## src/rtl/cfgseq_pkg.sv

```systemverilog
package cfgseq_pkg;
  typedef enum logic [2:0] {
    ST_POR     = 3'd0,
    ST_INIT    = 3'd1,
    ST_CONFIG  = 3'd2,
    ST_STARTUP = 3'd3,
    ST_OPER    = 3'd4,
    ST_PDOWN   = 3'd5
  } seq_state_t;

  localparam int MODE_W = 3;
endpackage

```

## src/rtl/cfgseq_sync.sv

```systemverilog
module cfgseq_sync #(
  parameter int W = 1,
  parameter logic [W-1:0] RST_VAL = '0
) (
  input  logic         clk,
  input  logic         rst_n,
  input  logic [W-1:0] d,
  output logic [W-1:0] q
);
  logic [W-1:0] stage1;

  always_ff @(posedge clk or negedge rst_n) begin
    if (!rst_n) begin
      stage1 <= RST_VAL;
      q      <= RST_VAL;
    end else begin
      stage1 <= d;
      q      <= stage1;
    end
  end
endmodule

```

## src/rtl/cfgseq_edge.sv

```systemverilog
module cfgseq_edge #(
  parameter bit FALLING = 1'b0,
  parameter bit RST_VAL = 1'b0
) (
  input  logic clk,
  input  logic rst_n,
  input  logic lvl,
  output logic edge_o
);
  logic prev;

  always_ff @(posedge clk or negedge rst_n) begin
    if (!rst_n) prev <= RST_VAL;
    else        prev <= lvl;
  end

  generate
    if (FALLING) begin : g_fall
      assign edge_o = prev & ~lvl;
    end else begin : g_rise
      assign edge_o = ~prev & lvl;
    end
  endgenerate
endmodule

```

## src/rtl/cfgseq_por_timer.sv

```systemverilog
module cfgseq_por_timer #(
  parameter int CYCLES = 1024
) (
  input  logic clk,
  input  logic rst_n,
  output logic expired
);
  localparam int W = (CYCLES < 2) ? 1 : $clog2(CYCLES);
  localparam logic [W-1:0] LIM = W'(CYCLES - 1);

  logic [W-1:0] cnt;

  always_ff @(posedge clk or negedge rst_n) begin
    if (!rst_n)          cnt <= '0;
    else if (cnt != LIM) cnt <= cnt + 1'b1;
  end

  assign expired = (cnt == LIM);

  AST_TMR_HOLD: assert property (@(posedge clk) disable iff (!rst_n)
    expired |=> expired);
endmodule

```

## src/rtl/cfgseq_fsm.sv

```systemverilog
module cfgseq_fsm
  import cfgseq_pkg::*;
(
  input  logic              clk,
  input  logic              rst_n,
  input  logic              tmo_done,
  input  logic              usr_rel,
  input  logic              pwr_on,
  input  logic              prog_fall,
  input  logic              trig_rise,
  input  logic [MODE_W-1:0] mode_s,
  input  logic              load_done,
  input  logic              done_early,
  output logic              cfg_start,
  output logic [MODE_W-1:0] cfg_mode,
  output logic              obuf_en,
  output logic              core_en,
  output logic              done_drv,
  output logic              rb_start,
  output logic              in_oper
);
  seq_state_t state, nxt;
  logic       phase, phase_n;
  logic       start_n, rb_n;

  always_comb begin
    nxt     = state;
    phase_n = phase;
    start_n = 1'b0;
    rb_n    = 1'b0;
    case (state)
      ST_POR: begin
        if (tmo_done) nxt = ST_INIT;
      end
      ST_INIT: begin
        if (usr_rel) begin
          nxt     = ST_CONFIG;
          start_n = 1'b1;
        end
      end
      ST_CONFIG: begin
        if (!usr_rel) begin
          nxt = ST_INIT;
        end else if (load_done) begin
          nxt     = ST_STARTUP;
          phase_n = 1'b0;
        end
      end
      ST_STARTUP: begin
        if (phase) nxt = ST_OPER;
        else       phase_n = 1'b1;
      end
      ST_OPER: begin
        if (prog_fall)      nxt = ST_INIT;
        else if (!pwr_on)   nxt = ST_PDOWN;
        else if (trig_rise) rb_n = 1'b1;
      end
      ST_PDOWN: begin
        if (pwr_on) begin
          nxt     = ST_STARTUP;
          phase_n = 1'b0;
        end
      end
      default: nxt = ST_POR;
    endcase
  end

  always_ff @(posedge clk or negedge rst_n) begin
    if (!rst_n) begin
      state     <= ST_POR;
      phase     <= 1'b0;
      cfg_start <= 1'b0;
      cfg_mode  <= '0;
      rb_start  <= 1'b0;
    end else begin
      state     <= nxt;
      phase     <= phase_n;
      cfg_start <= start_n;
      rb_start  <= rb_n;
      if (start_n) cfg_mode <= mode_s;
    end
  end

  assign in_oper  = (state == ST_OPER);
  assign obuf_en  = (state == ST_STARTUP) || in_oper;
  assign core_en  = ((state == ST_STARTUP) && phase) || in_oper;
  assign done_drv = in_oper || ((state == ST_STARTUP) && done_early);

  AST_CFG_PULSE: assert property (@(posedge clk) disable iff (!rst_n)
    cfg_start |=> !cfg_start);
  AST_MODE_HOLD: assert property (@(posedge clk) disable iff (!rst_n)
    !cfg_start |-> $stable(cfg_mode));
  AST_RB_PULSE: assert property (@(posedge clk) disable iff (!rst_n)
    rb_start |=> !rb_start);
  AST_RB_FROM_OPER: assert property (@(posedge clk) disable iff (!rst_n)
    rb_start |-> $past(in_oper));
  AST_CORE_AFTER_OBUF: assert property (@(posedge clk) disable iff (!rst_n)
    $rose(core_en) |-> $past(obuf_en));
  AST_DONE_ORDER: assert property (@(posedge clk) disable iff (!rst_n)
    $rose(core_en) |-> (done_drv == done_early));
  AST_PDOWN_DARK: assert property (@(posedge clk) disable iff (!rst_n)
    (in_oper && !pwr_on && !prog_fall) |=> !obuf_en);
endmodule

```

## src/rtl/cfgseq_ctrl.sv

```systemverilog
module cfgseq_ctrl
  import cfgseq_pkg::*;
#(
  parameter int POR_CYCLES = 1024
) (
  input  logic              clk,
  input  logic              por_n,
  input  logic              usr_rst_n,
  input  logic              pwrdn_n,
  input  logic [MODE_W-1:0] mode_pins,
  input  logic              prog_n,
  input  logic              load_done,
  input  logic              done_early,
  output logic              cfg_start,
  output logic [MODE_W-1:0] cfg_mode,
  output logic              obuf_en,
  output logic              core_en,
  output logic              done_drv,
  output logic              store_rst,
  output logic              rb_start
);
  localparam int SW = MODE_W + 3;
  localparam logic [SW-1:0] SYNC_RST = {1'b0, 1'b0, 1'b1, {MODE_W{1'b0}}};

  logic [SW-1:0]     sync_q;
  logic              usr_rel, pwr_on, prog_s;
  logic [MODE_W-1:0] mode_s;
  logic              tmo_done, prog_fall, trig_rise, in_oper;

  cfgseq_sync #(.W(SW), .RST_VAL(SYNC_RST)) u_sync (
    .clk  (clk),
    .rst_n(por_n),
    .d    ({usr_rst_n, pwrdn_n, prog_n, mode_pins}),
    .q    (sync_q)
  );

  assign {usr_rel, pwr_on, prog_s, mode_s} = sync_q;

  cfgseq_por_timer #(.CYCLES(POR_CYCLES)) u_tmr (
    .clk    (clk),
    .rst_n  (por_n),
    .expired(tmo_done)
  );

  cfgseq_edge #(.FALLING(1'b1), .RST_VAL(1'b1)) u_prog_edge (
    .clk   (clk),
    .rst_n (por_n),
    .lvl   (prog_s),
    .edge_o(prog_fall)
  );

  cfgseq_edge #(.FALLING(1'b0), .RST_VAL(1'b0)) u_trig_edge (
    .clk   (clk),
    .rst_n (por_n),
    .lvl   (mode_s[0]),
    .edge_o(trig_rise)
  );

  cfgseq_fsm u_fsm (
    .clk       (clk),
    .rst_n     (por_n),
    .tmo_done  (tmo_done),
    .usr_rel   (usr_rel),
    .pwr_on    (pwr_on),
    .prog_fall (prog_fall),
    .trig_rise (trig_rise),
    .mode_s    (mode_s),
    .load_done (load_done),
    .done_early(done_early),
    .cfg_start (cfg_start),
    .cfg_mode  (cfg_mode),
    .obuf_en   (obuf_en),
    .core_en   (core_en),
    .done_drv  (done_drv),
    .rb_start  (rb_start),
    .in_oper   (in_oper)
  );

  // Storage reset: held while inactive, and taken straight from the pin while operating.
  assign store_rst = ~core_en | (in_oper & ~usr_rst_n);

  AST_NO_RECFG_ON_USR_RST: assert property (@(posedge clk) disable iff (!por_n)
    (in_oper && !usr_rel && prog_s) |=> !cfg_start);
  AST_SRST_IN_OPER: assert property (@(posedge clk) disable iff (!por_n)
    (in_oper && !usr_rst_n) |-> (store_rst && core_en));
endmodule

```

## config.mk

```make
export PLATFORM = sky130hd
export DESIGN_NAME = cfgseq_ctrl
export DESIGN_NICKNAME = d
export VERILOG_FILES = /design/src/rtl/cfgseq_pkg.sv /design/src/rtl/cfgseq_sync.sv /design/src/rtl/cfgseq_edge.sv /design/src/rtl/cfgseq_por_timer.sv /design/src/rtl/cfgseq_fsm.sv /design/src/rtl/cfgseq_ctrl.sv
export SDC_FILE = /design/constraint.sdc
export NUM_CORES = 1
export LEC_CHECK = 0
export BUFFER_PORTS_ARGS = -buffer_cell sky130_fd_sc_hd__buf_2
export CORE_ASPECT_RATIO = 1.5
export CORE_MARGIN = 5
export CORE_UTILIZATION = 58
export CTS_BUF_LIST = sky130_fd_sc_hd__clkbuf_8
export DETAILED_ROUTE_END_ITERATION = 10
export GPL_ROUTABILITY_DRIVEN = 1
export GPL_TIMING_DRIVEN = 0
export PLACE_DENSITY = 0.81
export SYNTH_ARGS = -nofsm -noshare
export SYNTH_HDL_FRONTEND = slang
export SYNTH_SLANG_ARGS = --single-unit
```

## constraint.sdc

```tcl
create_clock -name clk -period 2 [get_ports clk]
set_input_delay 0.2 -clock clk [delete_from_list [all_inputs] [get_ports clk]]
set_output_delay 0.2 -clock clk [all_outputs]
set_load 0.03 [all_outputs]
```

==> results.md, run 1 <==
* Die width at 48.9 um
* Setup TNS at 0 ns
* Layout cells sized above 1 at 0.304
* Post-synth top area share at 0.569
* Placer congestion estimate at 0.834
* CP Cell Sequence: buf_2 -> nand2b_1 -> nor2_1 -> a31o_2 -> buf_2
* Outcome: finished clean
* Most frequent cell after synthesis: dfrtp_1
* DR WL/cell at 15.1 um
* Leak Pwr at 0.734 nW
* Synth Area per Inst at 12.3 um^2
* CP most frequent cell: buf_2
* Net count after synthesis at 118
* RSZ-0062 raised after global routing: no
* Synth async-reset ratio at 1.00
* Mapped Cells at 107
* Iteration-0 DRC Markers at 18
* Non-filler cells, final at 158
* DRT Pass-1 Iters at 4
* Worst setup EP type: output port
* Placed Cells at 148
* Die H at 68.4 um
* Post-CTS Resized at 0
* DRC viols at 0
* CP Data Required Time at 1.80 ns
* Synth cell count leaders: 30 x dfrtp_1, 7 x a21oi_1, 6 x nand2_1, 6 x nand3_1
* GR Util All Layers at 0.165
* Worst hold margin at 0.0235 ns
* DP HPWL at 1740 um
* Slew of the pin with the lowest slew margin at 0.688 ns
* Register area share after synthesis at 0.629
* Antenna violations before repair at 0
* Post-synth EDFFs at 0
* CTS Sinks at 33
* Tot Pwr at 1.96 mW
* Die Area at 3350 um^2
* Max-slew violation count at 0
* Final hold viol count at 0
* Via density at 5.77
* Gr ovfl total at 0
* Crit path arrival time at 1.48 ns
* TritonCTS clock tree: yes
* Ys flop type: dfrtp_1
* Reg area at 830 um^2
* Critical path's slowest cell: dfrtp_1
* Initial Utilization at 0.598
* Area leader, netlist: dfrtp_1
* Dominant cells by area after synthesis: dfrtp_1 57%, dfstp_2 6.0%, a21oi_1 2.7%, mux2_2 2.6%, nand3_1 2.3%
* Filler cell count at 174
* FF+latch count, synth at 33
* R2R Setup Slk at 0.45 ns
* Final setup viols at 0
* Hold Crit Start: pwrdn_n
* Synth Cell Area at 1320 um^2
* Post-route ant nets at 0
* Root Buffer: clkbuf_8
* Hold/Removal Path Class: input port to flip-flop
* Crit path kind: flip-flop to output port
* Clk Latency, worst-skew pair at 0.28 ns
* CORE AREA at 2210 um^2
* Via Count at 911
* Port Buffers at 18
* Ys Warns at 0
* Global-route wire length before repair at 3990 um
* Largest net degree at the start of global routing at 34
* CP Max Fanout at 10
* Startpoint type of the worst setup path: flip-flop
* Nets at 145
* Setup bufs post-CTS at 0
* Number of H-tree levels at 2
* Crit path from: u_fsm.state[2]
* Tmin final at 1.68 ns
* Syn-to-layout area delta at 20.7%
* # IOs at 19
* Reg2reg start: u_tmr.cnt[0]
* Max Clock Freq at 594 MHz
* Clk slew on worst S/H paths at 0.06 ns
* DRT Wirelength at 2390 um
* Vias in the first global route at 954
* Core Rows at 21
* CTS Hold Buffers Added at 1
* Clock Skews at 0.00382 ns
* CP max stage delay at 0.35 ns
* Max VDD drop at 0.847 mV
* Period utilization at 0.841
* Max-Cap Viols at 0
* Distinct cell type count after synthesis at 35
* Max-slew headroom at 0.542
* Longest Clk Path Bufs at 2
* Footprint of the multi-input gates at 463 um^2
* Ant. Diodes at 0
* Num CTS Buffers at 5
* Power Density at 1230 nW/um^2
-- stage by stage --
stage	setup slack (ns)	cell area, um^2	utilization
after floorplan	0.380	1320	-
after global placement	0.517	1440	0.651
after detailed placement	0.448	1440	0.651
after CTS	0.300	1580	0.717
after global routing	0.185	1590	0.721
final	0.318	1590	0.721
-- state kept, by name (all words and copies together) (netlist names) --
name	flops
u_sync.stage1	6
u_prog_edge.prev	1
u_trig_edge.prev	1
u_fsm.state	3
u_sync.q	6
u_fsm.cfg_mode	3
u_fsm.cfg_start	1
u_fsm.rb_start	1
u_tmr.cnt	10
u_fsm.phase	1
-- layout make-up --
type / instances / share of cell area
Clock buffer: 5 / 0.0432
Timing Repair Buffer: 20 / 0.0692
Multi-Input combinational cell: 68 / 0.291
Tap cell: 23 / 0.0181
Inverter: 2 / 0.00472
Clock inverter: 3 / 0.0409
Buffer: 4 / 0.0118
Sequential cell: 33 / 0.521
-- final timing paths --
| path | endpoint | cells after the start |
|---|---|---|
| worst max-delay path | done_drv | 5 |
| max in group asynchronous | u_tmr.cnt[4] | 2 |
| worst max register to register | u_tmr.cnt[1] | 4 |
| worst min-delay path | u_sync.stage1[4] | 1 |
| min in group asynchronous | u_fsm.rb_start | 2 |
| worst min register to register | u_sync.q[4] | 0 |
-- worst max-delay path: cells and delay by family, from the launching register on --
kind / cells / cell delay, ns
buffers and inverters: 2 / 0.39
DFF: 1 / 0.35
and+or+nand+nor: 2 / 0.32
AOI/OAI and AO/OA: 1 / 0.14
-- cell families after synthesis --
| kind of cell | share of synthesized area |
|---|---|
| xor gates and xnor gates | 0.0332 |
| DFF | 0.629 |
| buffers and inverters | 0.0199 |
| muxes | 0.0417 |
| AOI/OAI and AO/OA | 0.105 |
| adders and majority gates | 0.00949 |
| and+or+nand+nor | 0.161 |
-- routing by layer --
metal  GRT usage  vias to the layer above  part of all wire
met4       0.121                        0             0.037
li1            -                      436                 -
met1       0.143                      444              0.35
met5           0                        -                 0
met2       0.310                       22              0.57
met3      0.0545                        9             0.049
-- placed cells by master (no fill, tap or decap), types with 2 or more instances in the layout --
master / count
xnor2_1: 2
nor3b_1: 3
a31oi_1: 2
nand3_1: 6
nand2_1: 6
buf_2: 21
dlygate4sd3_1: 2
clkbuf_8: 5
dfstp_2: 3
nor2b_1: 2
nand2b_1: 2
nor2_1: 5
dfrtp_1: 30
nand4_1: 4
and4_4: 2
inv_1: 2
mux2_2: 3
a21oi_1: 7
bufinv_16: 2
xor2_1: 3
o21ai_0: 5
-- power by group --
part / switching [mW] / total, mW / internal (mW)
combinational: 0.275 / 0.435 / 0.160
sequential: 0.0523 / 0.801 / 0.748
clock: 0.234 / 0.728 / 0.495
No activity file was read; power rests on OpenSTA's default activity.
==> run 2: changes to the inputs <==
--- a/config.mk
+++ b/config.mk
@@ -5,10 +5,11 @@
 export SDC_FILE = /design/constraint.sdc
 export NUM_CORES = 1
 export LEC_CHECK = 0
+export ABC_AREA = 1
 export BUFFER_PORTS_ARGS = -buffer_cell sky130_fd_sc_hd__buf_2
 export CORE_ASPECT_RATIO = 1.5
 export CORE_MARGIN = 5
-export CORE_UTILIZATION = 58
+export CORE_UTILIZATION = 59
 export CTS_BUF_LIST = sky130_fd_sc_hd__clkbuf_8
 export DETAILED_ROUTE_END_ITERATION = 10
 export GPL_ROUTABILITY_DRIVEN = 1
==> constraint.sdc (replaced) <==
create_clock -name clk -period 1.62 [get_ports clk]
set_input_delay 0.162 -clock clk [delete_from_list [all_inputs] [get_ports clk]]
set_output_delay 0.162 -clock clk [all_outputs]
set_load 0.03 [all_outputs]
==> run 2 against run 1 <==
Core utilization grew 4.5 points. Critical path depth increased by 1. Count of clock-buffer cells in the layout did not move. Setup slack got worse by 0.24 ns. Register-to-register slack got worse by 0.28 ns. Area after synthesis increased by 11%. Via count up 24%. Sequential share of layout area fell by 7.3 points. Clock power up 24%. First-iteration DRC count grew 100%. Clock skew grew 0.0021 ns. Die area increased by 7.2%.
==> results.md, run 2 <==
* Mapped Cells at 151 (was 107)
* Hold Crit Start: load_done (was pwrdn_n)
* Tmin final at 1.54 ns
* Final setup viols at 0 (unchanged)
* Core Rows at 22 (was 21)
* Crit path from: u_fsm.state[1] (was u_fsm.state[2])
* Worst hold margin at 0.317 ns (was 0.0235 ns)
* Final hold viol count at 0 (unchanged)
* DRT Wirelength at 2800 um (was 2390 um)
* Worst setup EP type: output port (unchanged)
* Busiest grt layer: met2 (unchanged)
* CP Max Fanout at 5 (was 10)
* Critical Path End: store_rst (was done_drv)
* Critical path's slowest cell: dfrtp_2 (was dfrtp_1)
* Max-slew headroom at 0.550 (was 0.542)
* Crit path arrival time at 1.38 ns (was 1.48 ns)
* Met2 GRT Util at 0.308 (was 0.310)
* Filler cell count at 167 (was 174)
* Die Area at 3590 um^2 (was 3350 um^2)
* Placer congestion estimate at 0.908 (was 0.834)
* CP Cell Sequence: nand2_2 -> nor2_4 -> inv_2 -> o21ai_2 -> o21ai_1 -> buf_4 (was buf_2 -> nand2b_1 -> nor2_1 -> a31o_2 -> buf_2)
* Net count after synthesis at 162 (was 118)
* Largest net degree at the start of global routing at 34 (unchanged)
* Vias in the first global route at 1168 (was 954)
* Clk slew on worst S/H paths at 0.06 ns (about the same)
* Place WS at 0.221 ns (was 0.448 ns)
* Gr ovfl total at 0 (unchanged)
* Crit path buf inv count at 2 (unchanged)
* Clk Latency, worst-skew pair at 0.29 ns (was 0.28 ns)
* Placed Cells at 193 (was 148)
* DP HPWL at 1960 um (was 1740 um)
* Startpoint type of the worst setup path: flip-flop (unchanged)
* DRT Pass-1 Iters at 4 (unchanged)
* Synth cell count leaders: 38 x nand2_1, 30 x dfrtp_1, 14 x inv_1, 11 x nand3_1, 8 x nor2_1 (was 30 x dfrtp_1, 7 x a21oi_1, 6 x nand2_1, 6 x nand3_1)
* Syn-to-layout area delta at 27.2% (was 20.7%)
* Distinct cell type count after synthesis at 25 (was 35)
* CP Data Required Time at 1.46 ns (was 1.80 ns)
* Max VDD drop at 1.13 mV (was 0.847 mV)
* Initial Utilization at 0.602 (was 0.598)
* CORE AREA at 2420 um^2 (was 2210 um^2)
* DR WL/cell at 13.0 um (was 15.1 um)
* Post-route ant nets at 0 (unchanged)
* Num CTS Buffers at 5 (unchanged)
* Reg2reg end: u_fsm.state[2] (was u_tmr.cnt[1])
* Root Buffer: clkbuf_8 (unchanged)
* TritonCTS clock tree: yes (unchanged)
* CTS Sinks at 33 (unchanged)
* Final WS setup at 0.0818 ns (was 0.318 ns)
* Synth async-reset ratio at 1.00 (unchanged)
* Global-route wire length before repair at 4980 um (was 3990 um)
* Ant. Diodes at 0 (unchanged)
* Period utilization at 0.950
* Reg2reg start: u_tmr.cnt[0] (unchanged)
* Commonest non-fill, non-tap cell in the layout: nand2_1 (was dfrtp_1)
* Via Count at 1129 (was 911)
* Antenna violations before repair at 0 (unchanged)
* Number of flip-flops under the largest register name at 10 (unchanged)
* Synth Area per Inst at 9.66 um^2 (was 12.3 um^2)
* Synth Cell Area at 1460 um^2 (was 1320 um^2)
* Slew of the pin with the lowest slew margin at 0.674 ns (was 0.688 ns)
* Nets at 202 (was 145)
* Max-Cap Viols at 0 (unchanged)
* Die H at 70.9 um (was 68.4 um)
* Post-synth top area share at 0.515 (was 0.569)
* Clock Skews at 0.00593 ns (was 0.00382 ns)
* Dominant cells by area after synthesis: dfrtp_1 51%, nand2_1 9.8%, dfstp_2 5.4%, nor2_4 3.9%, nand3_1 3.8% (was dfrtp_1 57%, dfstp_2 6.0%, a21oi_1 2.7%, mux2_2 2.6%, nand3_1 2.3%)
* Top flop regs: u_tmr.cnt (10), u_sync.q (6), u_sync.stage1 (6) (unchanged)
* Layout cells sized above 1 at 0.339 (was 0.304)
* Via density at 5.23 (was 5.77)
* Top Family by Delay on Critical Path: flip-flops (was buffers and inverters)
* Longest Clk Path Bufs at 2 (unchanged)
* Area leader, netlist: dfrtp_1 (unchanged)
* GR Util met3 at 0.0589 (was 0.0545)
* R2R Setup Slk at 0.17 ns (was 0.45 ns)
* Die width at 50.6 um (was 48.9 um)
* DRC viols at 0 (unchanged)
* Top reg by flops: u_tmr.cnt (unchanged)
* # IOs at 19 (unchanged)
* Ys flop type: dfrtp_1 (unchanged)
* Most frequent cells in the layout: 37 x nand2_1, 28 x dfrtp_1, 17 x buf_2 (was 30 x dfrtp_1, 21 x buf_2, 7 x a21oi_1)
* Crit path kind: flip-flop to output port (unchanged)
* Iteration-0 DRC Markers at 36 (was 18)
* Max Clock Freq at 650 MHz
* Leak Pwr at 0.960 nW (was 0.734 nW)
* Number of H-tree levels at 2 (unchanged)
* Ys Warns at 0 (unchanged)
* CP max stage delay at 0.44 ns (was 0.35 ns)
* FF+latch count, synth at 33 (unchanged)
* Outcome: finished clean (unchanged)
* Non-filler cells, final at 216 (was 158)
* Worst reg2reg path depth at 8 (was 4)
* Hold/Removal Path Class: input port to flip-flop (unchanged)
* Power Density at 1510 nW/um^2 (was 1230 nW/um^2)
* Post-synth EDFFs at 0 (unchanged)
* Register area share after synthesis at 0.569 (was 0.629)
* Met1 Usage GRT at 0.203 (was 0.143)
* GR Util All Layers at 0.182 (was 0.165)
* Port Buffers at 18 (unchanged)
* Most frequent cell after synthesis: nand2_1 (was dfrtp_1)
* Critical path depth in cells at 6 (was 5)
* Max-slew violation count at 0 (unchanged)
## run 2: how the worst min path moves through the flow
stage / depth (start not counted) / slack, ns / to
2_1_floorplan: 0 / -0.13 / u_fsm.cfg_mode[0]
3_3_place_gp: 1 / 0.23 / u_fsm.phase
3_5_place_dp: 1 / 0.25 / u_fsm.phase
4_1_cts: 1 / 0.01 / u_sync.stage1[5]
5_1_grt: 6 / 0.36 / u_fsm.state[1]
6_report: 6 / 0.32 / u_fsm.state[1]
## run 2: power by group
group	leakage, nW	internal, mW	switching [mW]
combinational	0.494	0.327	0.567
sequential	0.399	0.933	0.0702
clock	0.0681	0.611	0.293
## run 2: cells by family (layout without fill, tap and decap cells)
logic type / after synthesis / count (layout) / share of synthesized area
compound gates: 12 / 12 / 0.0506
xor+xnor: 5 / 5 / 0.0300
fa+ha+maj: 1 / 1 / 0.00857
buf+inv: 20 / 61 / 0.0600
flops: 33 / 33 / 0.569
simple gates: 80 / 80 / 0.282
## run 2: worst min-delay path, cell delays in order
cell and delay [ns]:
buf_2 0.08, inv_1 0.05, nand2_1 0.07, nor2_2 0.05, nor2_1 0.09, nand2_1 0.06
## run 2: layout make-up
class | instances | area [um^2] | area share
inverters | 19 | 76.3 | 0.0411
clock inverters | 3 | 65.1 | 0.0351
repair buffers | 33 | 223 | 0.120
well taps | 24 | 30.0 | 0.0162
multi-input cells | 98 | 549 | 0.296
clock buffers | 5 | 68.8 | 0.0371
plain buffers | 1 | 11.3 | 0.00607
flip-flops and latches | 33 | 832 | 0.448
## run 2: metrics by stage
step           TNS [ns]  utilization  total power, mW  instance area (um^2)
6_report              0        0.766             2.80                  1860
5_1_grt         -0.0225        0.766             2.96                  1860
4_1_cts               0        0.736             2.72                  1780
3_5_place_dp          0        0.652             1.79                  1580
3_3_place_gp          0        0.652             1.75                  1580
2_1_floorplan         0            -             1.59                  1460
## run 2: per-layer routing
layer | up-vias | part of all wire
met5 | - | 0
met1 | 546 | 0.37
met4 | 0 | 0.023
li1 | 554 | -
met3 | 7 | 0.049
met2 | 22 | 0.56
## run 2: timing repair
item / in CTS / in global routing
pin swaps: 0 / 1
resized for setup: 3 / 4
endpoints found under the hold margin: 35 / 1
hold buffers: 6 / 1
buffers inserted: 1 / 7
cloned: 0 / 0
setup endpoints to repair: 2 / 2
==> run 3: changes to the inputs <==
--- a/config.mk
+++ b/config.mk
@@ -9,12 +9,12 @@
 export BUFFER_PORTS_ARGS = -buffer_cell sky130_fd_sc_hd__buf_2
 export CORE_ASPECT_RATIO = 1.5
 export CORE_MARGIN = 5
-export CORE_UTILIZATION = 59
+export CORE_UTILIZATION = 60
 export CTS_BUF_LIST = sky130_fd_sc_hd__clkbuf_8
 export DETAILED_ROUTE_END_ITERATION = 10
 export GPL_ROUTABILITY_DRIVEN = 1
 export GPL_TIMING_DRIVEN = 0
-export PLACE_DENSITY = 0.81
+export PLACE_DENSITY = 0.82
 export SYNTH_ARGS = -nofsm -noshare
 export SYNTH_HDL_FRONTEND = slang
 export SYNTH_SLANG_ARGS = --single-unit
==> constraint.sdc (replaced) <==
create_clock -name clk -period 2 [get_ports clk]
set_input_delay 0.2 -clock clk [delete_from_list [all_inputs] [get_ports clk]]
set_output_delay 0.2 -clock clk [all_outputs]
set_load 0.03 [all_outputs]
==> run 3 against run 2 <==
Setup slack better by 0.18 ns. Critical path depth did not move. Clock power fell by 30%. Die area decreased by 1.4%. Non-clock buffer count decreased by 14. First-iteration DRC count is 39% lower. Design area is 8.1% lower. Flip-flop and latch count unchanged. Sequential power decreased by 18%. Worst hold slack worse by 0.30 ns. Clock skew grew 0.0043 ns. Combinational power is 31% lower. Critical path type unchanged. Largest cell class unchanged. Largest power group unchanged. Highest routed layer unchanged.
==> results.md, run 3 (synthesis results as in run 2) <==
* Most frequent cells in the layout: 38 x nand2_1, 30 x dfrtp_1, 18 x buf_2 (was 37 x nand2_1, 28 x dfrtp_1, 17 x buf_2)
* Post-route ant nets at 0 (unchanged)
* Crit path from: u_fsm.state[0] (was u_fsm.state[1])
* Filler cell count at 164 (was 167)
* Critical path's slowest cell: dfrtp_1 (was dfrtp_2)
* Worst hold margin at 0.0152 ns (was 0.317 ns)
* CP Data Required Time at 1.80 ns (was 1.46 ns)
* Vias in the first global route at 1172 (was 1168)
* Max VDD drop at 0.823 mV (was 1.13 mV)
* Worst setup EP type: output port (unchanged)
* Die H at 70.4 um (was 70.9 um)
* Via density at 5.34 (was 5.23)
* Combinational power share at 0.298 (was 0.319)
* Slew of the pin with the lowest slew margin at 0.694 ns (was 0.674 ns)
* Setup TNS at 0 ns (unchanged)
* Final hold viol count at 0 (unchanged)
* CP Max Fanout at 7 (was 5)
* Startpoint type of the worst setup path: flip-flop (unchanged)
* Period utilization at 0.869
* Tmin final at 1.74 ns
* RSZ-0062 raised after global routing: no
* Top reg by flops: u_tmr.cnt (unchanged)
* Worst reg2reg path depth at 7 (was 8)
* Power Density at 1220 nW/um^2 (was 1510 nW/um^2)
* Reg2reg start: u_tmr.cnt[0] (unchanged)
* Port Buffers at 18 (unchanged)
* # IOs at 19 (unchanged)
* Hold/Removal Path Class: input port to flip-flop (unchanged)
* Power share of the clock group at 0.306 (was 0.323)
* Max Clock Freq at 575 MHz
* Die Area at 3540 um^2 (was 3590 um^2)
* DP HPWL at 1970 um (was 1960 um)
* Max-slew violation count at 0 (unchanged)
* Final setup viols at 0 (unchanged)
* Hold-critical path depth at 1 (was 6)
* Antenna violations before repair at 0 (unchanged)
* GR Util All Layers at 0.188 (was 0.182)
* Outcome: finished clean (unchanged)
* Number of flip-flops under the largest register name at 10 (unchanged)
* Iteration-0 DRC Markers at 22 (was 36)
* CP max stage delay at 0.50 ns (was 0.44 ns)
* Commonest non-fill, non-tap cell in the layout: nand2_1 (unchanged)
* Ant. Diodes at 0 (unchanged)
* CORE AREA at 2390 um^2 (was 2420 um^2)
* Internal power component at 1.35 mW (was 1.87 mW)
* Initial Utilization at 0.609 (was 0.602)
* Max-Cap Viols at 0 (unchanged)
* Num CTS Buffers at 5 (unchanged)
* Seq pwr share at 0.396 (was 0.358)
* Crit path kind: flip-flop to output port (unchanged)
* Leak Pwr at 0.891 nW (was 0.960 nW)
* DR WL/cell at 13.7 um (was 13.0 um)
* CTS Sinks at 33 (unchanged)
* Sw power at 736 uW (was 931 uW)
* Placed Cells at 193 (unchanged)
* Core Rows at 22 (unchanged)
* Top flop regs: u_tmr.cnt (10), u_sync.q (6), u_sync.stage1 (6) (unchanged)
* Nets at 188 (was 202)
* Layout Utilization at 0.712 (was 0.766)
* Via Count at 1078 (was 1129)
* Crit path buf inv count at 2 (unchanged)
* Clock Skews at 0.0102 ns (was 0.00593 ns)
* Gr ovfl total at 0 (unchanged)
* DRT Pass-1 Iters at 4 (unchanged)
* Switching share of power at 0.353 (was 0.332)
* Non-filler cells, final at 202 (was 216)
* CP Cell Sequence: nand2_1 -> nor2_2 -> inv_1 -> o21ai_2 -> o21ai_1 -> buf_2 (was nand2_2 -> nor2_4 -> inv_2 -> o21ai_2 -> o21ai_1 -> buf_4)
* Clk Latency, worst-skew pair at 0.29 ns (about the same)
* DRT Wirelength at 2760 um (was 2800 um)
* Largest net degree at the start of global routing at 34 (unchanged)
* Max-slew headroom at 0.537 (was 0.550)
* Crit path arrival time at 1.54 ns (was 1.38 ns)
* Global-route wire length before repair at 5040 um (was 4980 um)
* Root Buffer: clkbuf_8 (unchanged)
* Placer congestion estimate at 0.894 (was 0.908)
* TritonCTS clock tree: yes (unchanged)
* Critical path depth in cells at 6 (unchanged)
* Die width at 50.3 um (was 50.6 um)
* DRC viols at 0 (unchanged)
* Hold Crit Start: prog_n (was load_done)
* Syn-to-layout area delta at 16.9% (was 27.2%)
* Top Family by Delay on Critical Path: flip-flops (unchanged)
* Clk slew on worst S/H paths at 0.07 ns (was 0.06 ns)
* Layout cells sized above 1 at 0.292 (was 0.339)
* Longest Clk Path Bufs at 2 (unchanged)
* Number of H-tree levels at 2 (unchanged)
run 3: changes by cell type in the layout (fill, tap and decap cells not counted), moves of 2 or more:
cell           change
buf_4              -9
dlygate4sd3_1      -6
dfrtp_1            +2
dfrtp_2            -2
inv_1              +2
run 3: through the flow:
stage / power [mW] / cell area, um^2 / setup slack [ns]
2_1_floorplan: 1.29 / 1460 / 0.392
3_3_place_gp: 1.42 / 1580 / 0.615
3_5_place_dp: 1.45 / 1580 / 0.555
4_1_cts: 2.10 / 1710 / 0.276
5_1_grt: 2.20 / 1710 / 0.157
6_report: 2.08 / 1710 / 0.262
run 3: final timing paths:
path | endpoint | slack (ns)
min reg2reg | u_sync.q[4] | 0.35
max reg2reg | u_tmr.cnt[7] | 0.53
min in group asynchronous | u_fsm.state[0] | 0.51
min | u_sync.stage1[3] | 0.02
max | store_rst | 0.26
max in group asynchronous | u_sync.q[1] | 1.04
run 3: repair_timing:
item                      in CTS  in global routing
hold endpoints to repair      30                  0
hold buffers                   1                  0
resized for setup              0                  0
buffers inserted               0                  0
run 3: routing by layer:
| metal | vias up | track usage | share of wire |
|---|---|---|---|
| met2 | 19 | 0.313 | 0.55 |
| li1 | 528 | - | - |
| met1 | 523 | 0.191 | 0.38 |
| met5 | - | 0 | 0 |
| met3 | 8 | 0.0682 | 0.042 |
| met4 | 0 | 0.114 | 0.029 |
run 3: layout make-up:
| cell class | instances | area [um^2] | area share |
|---|---|---|---|
| Timing Repair Buffer | 19 | 100 | 0.0587 |
| Buffer | 1 | 11.3 | 0.00660 |
| Multi-Input combinational cell | 98 | 542 | 0.318 |
| Inverter | 19 | 76.3 | 0.0448 |
| Clock inverter | 2 | 33.8 | 0.0198 |
| Sequential cell | 33 | 830 | 0.486 |
| Clock buffer | 6 | 82.6 | 0.0484 |
| Tap cell | 24 | 30.0 | 0.0176 |
run 3: power groups by stage:
stage | combinational (mW) | sequential (mW) | clock [mW]
2_1_floorplan | 0.396 | 0.891 | 0
3_3_place_gp | 0.590 | 0.827 | 0
3_5_place_dp | 0.621 | 0.833 | 0
4_1_cts | 0.627 | 0.822 | 0.647
5_1_grt | 0.693 | 0.836 | 0.673
6_report | 0.620 | 0.825 | 0.636
